<file path="config.mk">
export PLATFORM = sky130hd
export DESIGN_NAME = torus_route_sel
export DESIGN_NICKNAME = d
export VERILOG_FILES = /design/src/rtl/trs_pkg.sv /design/src/rtl/trs_ring_offset.sv /design/src/rtl/trs_dir_pick.sv /design/src/rtl/torus_route_sel.sv
export SDC_FILE = /design/constraint.sdc
export NUM_CORES = 1
export LEC_CHECK = 0
export BUFFER_PORTS_ARGS = -buffer_cell sky130_fd_sc_hd__buf_2
export CORE_UTILIZATION = 50
export DETAILED_ROUTE_END_ITERATION = 12
export PLACE_DENSITY = 0.77
export RECOVER_POWER = 25
export SLEW_MARGIN = 20
export SYNTH_ARGS = -nofsm -noshare
export SYNTH_HDL_FRONTEND = slang
export SYNTH_SLANG_ARGS = --single-unit
</file>
<file path="constraint.sdc">
create_clock -name clk -period 1.88 [get_ports clk]
set_input_delay 0.282 -clock clk [delete_from_list [all_inputs] [get_ports clk]]
set_output_delay 0.282 -clock clk [all_outputs]
set_load 0.05 [all_outputs]
</file>
<file path="src/rtl/trs_pkg.sv">
package trs_pkg;
   localparam int NDIM = 3;
   localparam int NDIR = 2 * NDIM;

   function automatic int max3(input int a, input int b, input int c);
      int m;
      m = (a > b) ? a : b;
      return (m > c) ? m : c;
   endfunction
endpackage

</file>
<file path="src/rtl/trs_ring_offset.sv">
module trs_ring_offset #(
   parameter int W = 6
) (
   input  logic [W-1:0] here,
   input  logic [W-1:0] there,
   input  logic [W:0]   ring,
   output logic         need,
   output logic         go_minus
);
   logic [W+1:0] sum;
   logic [W+1:0] fwd;
   logic [W+2:0] twice;

   always_comb begin
      sum   = {2'b00, there} + {1'b0, ring} - {2'b00, here};
      fwd   = (sum >= {1'b0, ring}) ? (sum - {1'b0, ring}) : sum;
      twice = {fwd, 1'b0};
      need     = (fwd != '0);
      go_minus = need && (twice > {2'b00, ring});
   end
endmodule

</file>
<file path="src/rtl/trs_dir_pick.sv">
module trs_dir_pick
   import trs_pkg::*;
#(
   parameter int CW          = 4,
   parameter bit ADAPTIVE_EN = 1'b1
) (
   input  logic [NDIM-1:0]      need,
   input  logic [NDIM-1:0]      minus,
   input  logic                 adaptive,
   input  logic [NDIR*CW-1:0]   cred,
   output logic [NDIR-1:0]      sel
);
   logic [NDIR-1:0] det_sel;
   logic [NDIR-1:0] ada_sel;

   always_comb begin
      logic found;
      det_sel = '0;
      found   = 1'b0;
      for (int i = 0; i < NDIM; i++) begin
         if (need[i] && !found) begin
            det_sel[2*i + int'(minus[i])] = 1'b1;
            found = 1'b1;
         end
      end
   end

   generate
      if (ADAPTIVE_EN) begin : g_adaptive
         always_comb begin
            logic          have;
            logic [CW-1:0] best_c;
            logic [CW-1:0] c;
            logic [2:0]    best_i;
            logic [2:0]    idx;
            ada_sel = '0;
            have    = 1'b0;
            best_c  = '0;
            best_i  = '0;
            for (int i = 0; i < NDIM; i++) begin
               idx = 3'(2*i) + {2'b00, minus[i]};
               c   = cred[idx*CW +: CW];
               if (need[i] && (!have || c > best_c)) begin
                  have   = 1'b1;
                  best_c = c;
                  best_i = idx;
               end
            end
            if (have) ada_sel[best_i] = 1'b1;
         end
      end else begin : g_fixed_only
         logic unused_cred;
         assign unused_cred = ^cred;
         assign ada_sel     = det_sel;
      end
   endgenerate

   assign sel = adaptive ? ada_sel : det_sel;
endmodule

</file>
<file path="src/rtl/torus_route_sel.sv">
module torus_route_sel
   import trs_pkg::*;
#(
   parameter int XW          = 5,
   parameter int YW          = 5,
   parameter int ZW          = 6,
   parameter int CW          = 4,
   parameter bit ADAPTIVE_EN = 1'b1
) (
   input  logic               clk,
   input  logic               rst_n,
   input  logic               hdr_valid,
   input  logic               adaptive_mode,
   input  logic [XW-1:0]      here_x,
   input  logic [YW-1:0]      here_y,
   input  logic [ZW-1:0]      here_z,
   input  logic [XW-1:0]      dest_x,
   input  logic [YW-1:0]      dest_y,
   input  logic [ZW-1:0]      dest_z,
   input  logic [XW:0]        ring_x,
   input  logic [YW:0]        ring_y,
   input  logic [ZW:0]        ring_z,
   input  logic [NDIR*CW-1:0] link_credit,
   output logic               route_valid,
   output logic [NDIR-1:0]    route_dir,
   output logic               route_local
);
   localparam int MW = max3(XW, YW, ZW);

   if (XW < 1 || YW < 1 || ZW < 1 || MW > 16) begin : g_bad_width
      $error("torus_route_sel: coordinate widths must lie in 1..16");
   end
   if (CW < 1 || CW > 16) begin : g_bad_credit
      $error("torus_route_sel: credit width must lie in 1..16");
   end

   logic [MW-1:0]   hv [NDIM];
   logic [MW-1:0]   dv [NDIM];
   logic [MW:0]     rv [NDIM];
   logic [NDIM-1:0] need;
   logic [NDIM-1:0] minus;
   logic [NDIR-1:0] sel;

   assign hv[0] = MW'(here_x);
   assign hv[1] = MW'(here_y);
   assign hv[2] = MW'(here_z);
   assign dv[0] = MW'(dest_x);
   assign dv[1] = MW'(dest_y);
   assign dv[2] = MW'(dest_z);
   assign rv[0] = (MW+1)'(ring_x);
   assign rv[1] = (MW+1)'(ring_y);
   assign rv[2] = (MW+1)'(ring_z);

   for (genvar g = 0; g < NDIM; g++) begin : g_dim
      trs_ring_offset #(.W(MW)) i_off (
         .here     (hv[g]),
         .there    (dv[g]),
         .ring     (rv[g]),
         .need     (need[g]),
         .go_minus (minus[g])
      );
   end

   trs_dir_pick #(.CW(CW), .ADAPTIVE_EN(ADAPTIVE_EN)) i_pick (
      .need     (need),
      .minus    (minus),
      .adaptive (adaptive_mode),
      .cred     (link_credit),
      .sel      (sel)
   );

   always_ff @(posedge clk or negedge rst_n) begin
      if (!rst_n) begin
         route_valid <= 1'b0;
         route_dir   <= '0;
         route_local <= 1'b0;
      end else begin
         route_valid <= hdr_valid;
         if (hdr_valid) begin
            route_dir   <= sel;
            route_local <= ~|need;
         end
      end
   end
endmodule

</file>
Yosys cells after proc, flatten, opt, wreduce, memory -nomap -nowiden
Index checks and enable logic that the tools add are counted.

Bits in registers: 8. Input bits: 79. Output and inout port bits: 8. Logic and storage cells: 83.

Shifts and indexed selects: 3. Reduce and logical (&&, ||, !) cells: 21. Muxes and demuxes: 25. Add/sub/neg operators: 13. Bitwise gates (word level): 2. Order comparisons: 16.

Operator list (count): $ge 32x1->1 const B (2); $lt 32x5->1 const B (2); $shiftx 24x6->4 (2); $mux 6 (4); $mux 8 (3); $reduce_bool 8->1 (3); $shiftx 24x4->4 (1); $sub 8x6->8 (3); $gt 9x6->1 (2); $ge 8x6->1 (2); $sub 8x5->8 (2); $add 5x6->7 (2); $or 6x6->6 (2); $logic_and 1x1->1 (11); $demux 1 s3 (3); $gt 9x7->1 (1); $mux 1 (9); $add 6x7->8 (1); $ge 8x7->1 (1); $gt 4x4->1 (2); $mux 4 (2); $sub 8x7->8 (1); $add 2x1->3 const A (2); $mux 3 (2); other kinds (11) (15).

Longest topological paths before layout
Gate-level depths: netlist of run 1.

Depth after elaboration: 22. Depth in mapped cells: 47. Depth with buffers taken out: 47.

Hierarchy
A second synthesis of run 1 with hierarchy kept.

Cells, all modules: 516. Area total of the unflattened synthesis: 4156.5 sq um.

Modules (own cells, without submodules): trs_ring_offset at g_dim[0].i_off (sequential area each 0.0 sq um, area an instance 1111.1 sq um, cells an instance 141, instances 1); trs_ring_offset at g_dim[1].i_off (sequential area each 0.0 sq um, area an instance 1102.3 sq um, cells an instance 147, instances 1); trs_ring_offset at g_dim[2].i_off (sequential area each 0.0 sq um, area an instance 1084.8 sq um, cells an instance 144, instances 1); trs_dir_pick (sequential area each 0.0 sq um, area an instance 533.0 sq um, cells an instance 66, instances 1); torus_route_sel (sequential area each 200.2 sq um, area an instance 325.3 sq um, cells an instance 18, instances 1).

Worst setup path after synthesis of run 1
Ideal clock, no wire load.

Path kind: input to register. Start point: input port dest_y[0]. End point: register route_dir[0]. Cell stages on the path: 44. Required time: 1.761 ns. Buffers on the path: 1. Setup time: 0.119 ns. Setup slack: -6.243 ns. Data arrival time: 8.004 ns. Cells stage by stage: ha_1 > fa_1 > xor2_1 > ha_1 > nor2b_1 > or2_2 > a211oi_1 > nor2_1 > ha_1 > a21o_1 > a21oi_1 > o21ai_0 > a21oi_1 > buf_2 > mux2i_1 > ha_1 > a21oi_1 > nor2b_1 > (+8 left out) > o21ai_0 > nand2b_1 > a21oi_1 > a41oi_1 > or2_2 > o21ai_1 > nor2_1 > a21o_1 > ha_1 > nor2b_1 > o21ai_0 > nand2b_1 > a21oi_1 > a41o_1 > o21a_1 > a31o_2 > o22ai_1 > o21ba_1.

Cells in the longest elaborated chain, start to end: 22. Elaborated cells on any way between the ends: 43. Classes of those cells: add/sub (5); order compare (8); shift (1); mux (15); bitwise (2); reduce/logical (12).

RTL lines: from (decl) (line torus_route_sel.sv:18) `input logic [YW-1:0] dest_y,`; $add 5x6->7 (*) (line trs_ring_offset.sv:15) `sum = {2'b00, there} + {1'b0, ring} - {2'b00, here};`; $sub 8x5->8 (*) (line trs_ring_offset.sv:15); $sub 8x6->8 / $ge 8x6->1 (equally long branches) (line trs_ring_offset.sv:16) `fwd = (sum >= {1'b0, ring}) ? (sum - {1'b0, ring}) : sum;`; $mux 8 (*) (line trs_ring_offset.sv:16); $gt 9x6->1 / $reduce_bool 8->1 (equally long branches) (line trs_ring_offset.sv:19, trs_ring_offset.sv:18); $logic_and 1x1->1 (line trs_ring_offset.sv:19) `go_minus = need && (twice > {2'b00, ring});`; $add 2x1->3 (line trs_dir_pick.sv:22, trs_dir_pick.sv:41); $shiftx 24x6->4 (line trs_dir_pick.sv:42) `c = cred[idx*CW +: CW];`; (+6 left out); $logic_and 1x1->1 (line trs_dir_pick.sv:43) `if (need[i] && (!have || c > best_c)) begin`; $mux 3 (line trs_dir_pick.sv:43); $lt 3x4->1 (implied by the code) / $ge 3x1->1 (equally long branches) (line trs_dir_pick.sv:49) `if (have) ada_sel[best_i] = 1'b1;`; $logic_and 1x1->1 (implied by the code) (line trs_dir_pick.sv:49); $mux 1 (implied by the code) (line trs_dir_pick.sv:49); $demux 1 s3; $mux 6 (line trs_dir_pick.sv:49); $mux 6 (*) (line trs_dir_pick.sv:58) `assign sel = adaptive ? ada_sel : det_sel;`; to (signal assigned) (line torus_route_sel.sv:80) `route_dir <= sel;`; to (decl) (line torus_route_sel.sv:25) `output logic [NDIR-1:0] route_dir,`.

Mark *: on every way between the ends. The rest lies on a longest branch, timed or not. A chain may end at the register's enable or synchronous reset.

Final worst setup path of run 1
Start point: input port ring_y[0]. End point: register route_dir[0].

Cells in the longest elaborated chain, start to end: 22. Elaborated cells on any way between the ends: 43. Classes of those cells: add/sub (5); order compare (8); shift (1); mux (15); bitwise (2); reduce/logical (12).

RTL lines: from (decl) (line torus_route_sel.sv:21) `input logic [YW:0] ring_y,`; $add 5x6->7 (line trs_ring_offset.sv:15); $sub 8x5->8 (line trs_ring_offset.sv:15); $sub 8x6->8 / $ge 8x6->1 (equally long branches) (line trs_ring_offset.sv:16); $mux 8 (line trs_ring_offset.sv:16); $gt 9x6->1 / $reduce_bool 8->1 (equally long branches) (line trs_ring_offset.sv:19, trs_ring_offset.sv:18); $logic_and 1x1->1 (line trs_ring_offset.sv:19); $add 2x1->3 (line trs_dir_pick.sv:22, trs_dir_pick.sv:41); $shiftx 24x6->4 (line trs_dir_pick.sv:42); (+6 left out); $logic_and 1x1->1 (line trs_dir_pick.sv:43); $mux 3 (line trs_dir_pick.sv:43); $lt 3x4->1 (implied by the code) / $ge 3x1->1 (equally long branches) (line trs_dir_pick.sv:49); $logic_and 1x1->1 (implied by the code) (line trs_dir_pick.sv:49); $mux 1 (implied by the code) (line trs_dir_pick.sv:49); $demux 1 s3; $mux 6 (line trs_dir_pick.sv:49); $mux 6 (*) (line trs_dir_pick.sv:58).

Marks and branches as above.

==> flow_summary.toml, run 1 <==
[run_status]
status = "finished, violations left"
violations = "negative setup slack"

[worst_setup_path]
critPathKind = "in2reg"
max_stage_delay_ps = 390
crit_slowest_cell = "fa_2"
critPathCaptureType = "flop"
worstPathRequired_ps = 2010
crit_top_cell = "a21oi_2"
cp.arrival_ps = 8740
crit_start = "ring_y[0]"
r2r-start = "route_dir[2]"
start_kind = "input pin"
cp_max_fo = 4

[drt]
routed_wl_microns = 23300
drt_iter0_drc = 1063
first_pass_iters = 7
wire_per_inst_microns = 24.3
drtAntennaViolNets = 0
drc = 0
via_per_inst = 7.00
dr_total_vias = 6715

[die]
die_w_microns = 93.3
die_height_microns = 93.3
rows = 32
die_area_sq_mm = 0.00871
io_pins = 87
initial_utilization_pct = 52.9
core_area_sq_mm = 0.00789

[place]
globalplace.congestion = 0.963
place_area_sq_mm = 0.00640
port_buffers = 86
pre_cts_ws_ps = -6120
dp.cells = 927
dp_hpwl_microns = 12300

[global_route]
grt_pass1_wl_microns = 28200
grt_max_degree = 13
grt_pass1_vias = 6244
gr-usage-all-layers_pct = 41.0
antenna_found_initial = 1
grt.overflow.total = 0

[sta]
skew_ps = 0
hold_viol_final = 0
layout_min_cycle_time_ps = 8610
max-slew-margin-rel_pct = 63.4
tns_ps = -42860
hold_ws_ps = 311
final.setup.worst_slack_ps = -6730
rsz0062_at_grt = "true"
worst_pin_slew_ps = 549
min_period_over_period_pct = 458
maxSlewViolCount = 0
max_freq_ghz = 0.116
setup_viol = 7

[cells_and_area]
num_antenna_cells = 0
finalNetCount = 1022
final_core_util_pct = 89.4
fin_cells = 959
mostFrequentLayoutCells = "227 x buf_4, 82 x buf_2, 61 x inv_1"
final_area_sq_mm = 0.00705
area_delta_synth_final_pct = 69.1
drive_gt1_share_pct = 50.8
layout_commonest_cell = "buf_4"
nFillCells = 318

[logic_synthesis]
yosysSeqAreaShare_pct = 4.80
synthArstFlopShare_pct = 100
syn_nets = 703
ys_ff_latch = 8
yosysUniqueCellTypes = 81
postSynthAreaPerCell_sq_um = 7.72
yosysWarnings = 0
synth_edf_count = 0
netlist_area_sq_mm = 0.00417
ys.flop_type = "dfrtp_1"
synthCells = 540

[hold_path]
hold_class = "in2reg"
hp-start = "hdr_valid"

[clock_tree]
cts_root_buf = "clkbuf_8"
cts.sinks = 8
clockBufferDepth = 2
cts.clk_slew.worst_paths_ps = 50
cts.htree.levels = 1
clkLatencyLatePin_ps = 240
cts_tree = "built"
cts_buffers = 3

[power]
ir_drop_uv = 2060
p_per_area_mw_per_mm2 = 1700
leakage_nw = 3.62
power_mw = 12.0

[job]
cap_viol_max_count = 0
-- cells in the mapped netlist, types with 5 or more instances --
library cell,number,area (sq um)
mux2_2,12,135
a21oi_1,38,190
xnor2_1,6,52.6
a31oi_1,6,37.5
nand2b_1,8,50.1
o31a_1,5,43.8
fa_1,13,260
ha_1,71,888
o21ai_0,33,165
nor2_1,48,180
xor2_1,14,123
nand2_1,18,67.6
a21o_1,19,143
o31ai_1,5,37.5
dfrtp_1,8,200
a211oi_1,8,60.1
nand3_1,12,60.1
o21a_1,18,135
nor2b_1,13,81.3
nor3_1,12,60.1
or2_2,8,50.1
inv_1,62,233
nand4_1,7,43.8
mux2i_1,10,100
-- where the power goes --
| part | leakage [nW] | total (mW) | switching, mW | internal [mW] |
|---|---|---|---|---|
| logic | 3.49 | 11.4 | 6.04 | 5.40 |
| clock network | 0.0216 | 0.231 | 0.0903 | 0.141 |
| registers | 0.102 | 0.278 | 0.0511 | 0.227 |
| total | 3.62 | 12.0 | 6.18 | 5.77 |
-- kinds of logic (layout without fill, tap and decap cells) --
kind of cell	after synthesis	after routing	share of synthesized area (%)
simple gates	156	156	19.9
mux	22	22	5.64
xor+xnor	21	21	4.74
compound gates	182	182	31.1
buf+inv	67	384	6.24
flops	8	8	4.80
fa+ha+maj	84	84	27.6
-- path summary, 6_finish.rpt --
kind / endpoint / slack [ps] / cells after the start
worst max-delay path: route_dir[0] / -6730 / 46
worst min-delay path: route_valid / 310 / 1
worst max register to register: route_dir[2] / 1030 / 2
worst min register to register: route_dir[5] / 540 / 1
max in group asynchronous: route_dir[5] / 1190 / 2
min in group asynchronous: route_dir[0] / 490 / 2
-- layer usage --
| layer | global-route usage (%) | vias up | share of wire, % |
|---|---|---|---|
| met5 | 0 | - | 0 |
| met1 | 43.8 | 2988 | 32 |
| li1 | - | 2643 | - |
| met3 | 7.72 | 338 | 13 |
| met4 | 27.4 | 0 | 12 |
| met2 | 73.0 | 746 | 42 |
-- layout make-up --
type	instances	area [sq um]	area share (%)
sequential	8	200	2.84
inverter	63	236	3.36
tap	102	128	1.81
clock buffer	3	41.3	0.586
timing repair buffer	318	2220	31.5
multi-input combinational	465	4220	59.9
-- repair_timing --
item                       CTS  global route
pin swaps                   34            46
hold endpoints to repair     8             0
setup endpoints to repair    7             7
gates resized for setup     31            46
buffers inserted            14            15
hold buffers                 1             0
-- state kept, by name (all words and copies together) (netlist names) --
name,flops
route_dir,6
route_valid,1
route_local,1
-- worst max-delay path, delay by kind of cell --
family	cells	cell delay, ps
and+or+nand+nor	9	1160
buffers and inverters	3	430
xor gates and xnor gates	1	80
AOI/OAI and AO/OA	24	4180
adders and majority gates	7	2010
muxes	2	570
(Power assumes the default switching activity.)
==> run 2: changes to the inputs <==
--- a/config.mk
+++ b/config.mk
@@ -6,9 +6,9 @@
 export NUM_CORES = 1
 export LEC_CHECK = 0
 export BUFFER_PORTS_ARGS = -buffer_cell sky130_fd_sc_hd__buf_2
-export CORE_UTILIZATION = 50
+export CORE_UTILIZATION = 62
 export DETAILED_ROUTE_END_ITERATION = 12
-export PLACE_DENSITY = 0.77
+export PLACE_DENSITY = 0.92
 export RECOVER_POWER = 25
 export SLEW_MARGIN = 20
 export SYNTH_ARGS = -nofsm -noshare
==> run 2 against run 1 <==
Effect of this change: the flow now stops in 3_5_place_dp; synthesized cell count stayed put; synthesized area stayed put.
==> flow_summary.toml, run 2 <==
[die]
die_w_microns = 84
die_height_microns = 84
rows = 29
initial_utilization_pct = 64.9
io_pins = 87

[logic_synthesis]
ys.flop_type = "dfrtp_1"
yosysTopAreaCellShare_pct = 21.3
synth_edf_count = 0
yosysWarnings = 0
netlist_area_sq_mm = 0.00417
ys_ff_latch = 8
synth_area_leaders = "ha_1 21%, fa_1 6.2%, inv_1 5.6%"
syn_nets = 703
postSynthAreaPerCell_sq_um = 7.72
synthCells = 540
synthArstFlopShare_pct = 100
yosysUniqueCellTypes = 81
yosysTopAreaCell = "ha_1"
synth.most_common_cell = "ha_1"
yosys-top-cells-count = "71 x ha_1, 62 x inv_1, 48 x nor2_1"
yosysSeqAreaShare_pct = 4.80

[place]
dp_hpwl_microns = 18100
port_buffers = 86
globalplace.congestion = 1.00

[run_status]
firstError = "[ERROR DPL-0033] detailed placement checks failed during check placement."
failing_step = "3_5_place_dp"
status = "stopped before the end"
[run 2: cells by family after synthesis]
family          Yosys count  share of synthesized area, %
flops                     8                          4.80
xor+xnor                 21                          4.74
buf+inv                  67                          6.24
fa+ha+maj                84                          27.6
simple gates            156                          19.9
mux                      22                          5.64
compound gates          182                          31.1
[run 2: per-stage QoR]
stage	instances	hold slack (ps)	setup WS (ps)	setup TNS, ps
global placement	897	133	-5780	-36450
floorplan	540	-13.6	-5640	-34510
==> run 3: changes to the inputs <==
--- a/config.mk
+++ b/config.mk
@@ -6,9 +6,9 @@
 export NUM_CORES = 1
 export LEC_CHECK = 0
 export BUFFER_PORTS_ARGS = -buffer_cell sky130_fd_sc_hd__buf_2
-export CORE_UTILIZATION = 62
+export CORE_UTILIZATION = 40
 export DETAILED_ROUTE_END_ITERATION = 12
-export PLACE_DENSITY = 0.92
+export PLACE_DENSITY_LB_ADDON = 0.15
 export RECOVER_POWER = 25
 export SLEW_MARGIN = 20
 export SYNTH_ARGS = -nofsm -noshare
==> run 3 against run 2 <==
Effect of this change: the flow now finishes, with violations (negative setup slack).
==> flow_summary.toml, run 3 (synthesis results as in run 1) <==
[global_route]
grt_max_degree = 13
antenna_found_initial = 1
grt_pass1_vias = 5539
grt_pass1_wl_microns = 23700
gr-usage-all-layers_pct = 25.7
grt.overflow.total = 0

[worst_setup_path]
cp_max_fo = 4
critPathCaptureType = "flop"
cp.arrival_ps = 7780
crit_slowest_cell = "fa_2"
critPathKind = "in2reg"
start_kind = "input pin"
crit_top_cell = "a21o_1"
max_stage_delay_ps = 380
worstPathRequired_ps = 2000

[cells_and_area]
area_delta_synth_final_pct = 69.8
drive_gt1_share_pct = 50.5
finalNetCount = 1026
nFillCells = 778
layout_commonest_cell = "buf_4"
largest_reg_flops = 6
top_regs = "route_dir (6), route_local (1), route_valid (1)"
mostFrequentLayoutCells = "230 x buf_4, 83 x buf_2, 62 x inv_1"
seq_area_sq_um = 200
multi_input_area_sq_mm = 0.00419
final_core_util_pct = 71.1
largest-register = "route_dir"

[drt]
first_pass_iters = 4
drtAntennaViolNets = 0
routed_wl_microns = 14000
via_per_inst = 5.29
wire_per_inst_microns = 14.0
drt_iter0_drc = 159
drc = 0
dr_total_vias = 5259

[place]
port_buffers = 86
dp_hpwl_microns = 11600
globalplace.congestion = 0.907
pre_cts_ws_ps = -6200

[die]
die_area_sq_mm = 0.0108
rows = 36
die_w_microns = 104
initial_utilization_pct = 41.9
die_height_microns = 104
core_area_sq_mm = 0.00995
io_pins = 87

[sta]
hold_viol_final = 0
rsz0062_at_grt = "true"
worst_pin_slew_ps = 456
layout_min_cycle_time_ps = 7660
setup_viol = 7
min_period_over_period_pct = 407
final.setup.worst_slack_ps = -5780
max_freq_ghz = 0.131
tns_ps = -36150
maxSlewViolCount = 0
skew_ps = 0
hold_ws_ps = 327
max-slew-margin-rel_pct = 69.6

[run_status]
status = "finished, violations left"
violations = "negative setup slack"

[clock_tree]
cts_buffers = 3
cts.sinks = 8
cts_root_buf = "clkbuf_8"
clockBufferDepth = 2
cts.clk_slew.worst_paths_ps = 40
cts.htree.levels = 1
clkLatencyLatePin_ps = 230
cts_tree = "built"

[hold_path]
hold_class = "in2reg"

[power]
leakage_nw = 3.63
ir_drop_uv = 1820
power_mw = 10.1
p_per_area_mw_per_mm2 = 1430

[job]
cap_viol_max_count = 0
## run 3: final cells by class
cell class                 count  share of cell area, %
multi-input combinational    465                   59.2
timing repair buffer         322                   31.6
inverter                      63                   3.34
sequential                     8                   2.83
tap                          133                   2.35
clock buffer                   3                  0.583
antenna                        1                 0.0354
## run 3: repair_timing
item	CTS	global route
buffers inserted	20	3
resized for setup	44	25
setup endpoints to repair	7	7
hold endpoints to repair	8	0
hold buffers	1	0
pin swaps	21	18
## run 3: worst max-delay path: cells and delay by family
kind,cells,cell delay (ps)
fa+ha+maj,7,1880
buf+inv,1,100
simple gates,9,1080
xor+xnor,2,490
compound gates,26,3930
## run 3: stage by stage
step	instance area, sq um	std cells
2_1_floorplan	4340	540
3_3_place_gp	6500	967
3_5_place_dp	6500	967
4_1_cts	6920	991
5_1_grt	7080	995
6_report	7080	995
## run 3: power breakdown
part | internal [mW] | total, mW | switching (mW) | leakage (nW)
clock network | 0.139 | 0.207 | 0.0680 | 0.0216
logic | 5.16 | 9.63 | 4.46 | 3.51
registers | 0.227 | 0.259 | 0.0319 | 0.102
total | 5.53 | 10.1 | 4.56 | 3.63
## run 3: path summary, 6_finish.rpt
check / slack [ps] / from / cells after the start / endpoint
worst max-delay path: -5780 / ring_x[0] / 45 / route_dir[0]
worst min-delay path: 330 / hdr_valid / 1 / route_valid
worst max register to register: 1080 / route_dir[0] / 2 / route_dir[0]
worst min register to register: 540 / route_dir[4] / 2 / route_dir[4]
max in group asynchronous: 1050 / rst_n / 2 / route_dir[4]
min in group asynchronous: 510 / rst_n / 2 / route_dir[1]
## run 3: per-layer routing
metal	part of all wire (%)	track usage, %
met5	0	0
met4	2.5	7.04
met3	3.0	1.88
met2	51	48.6
met1	43	31.0
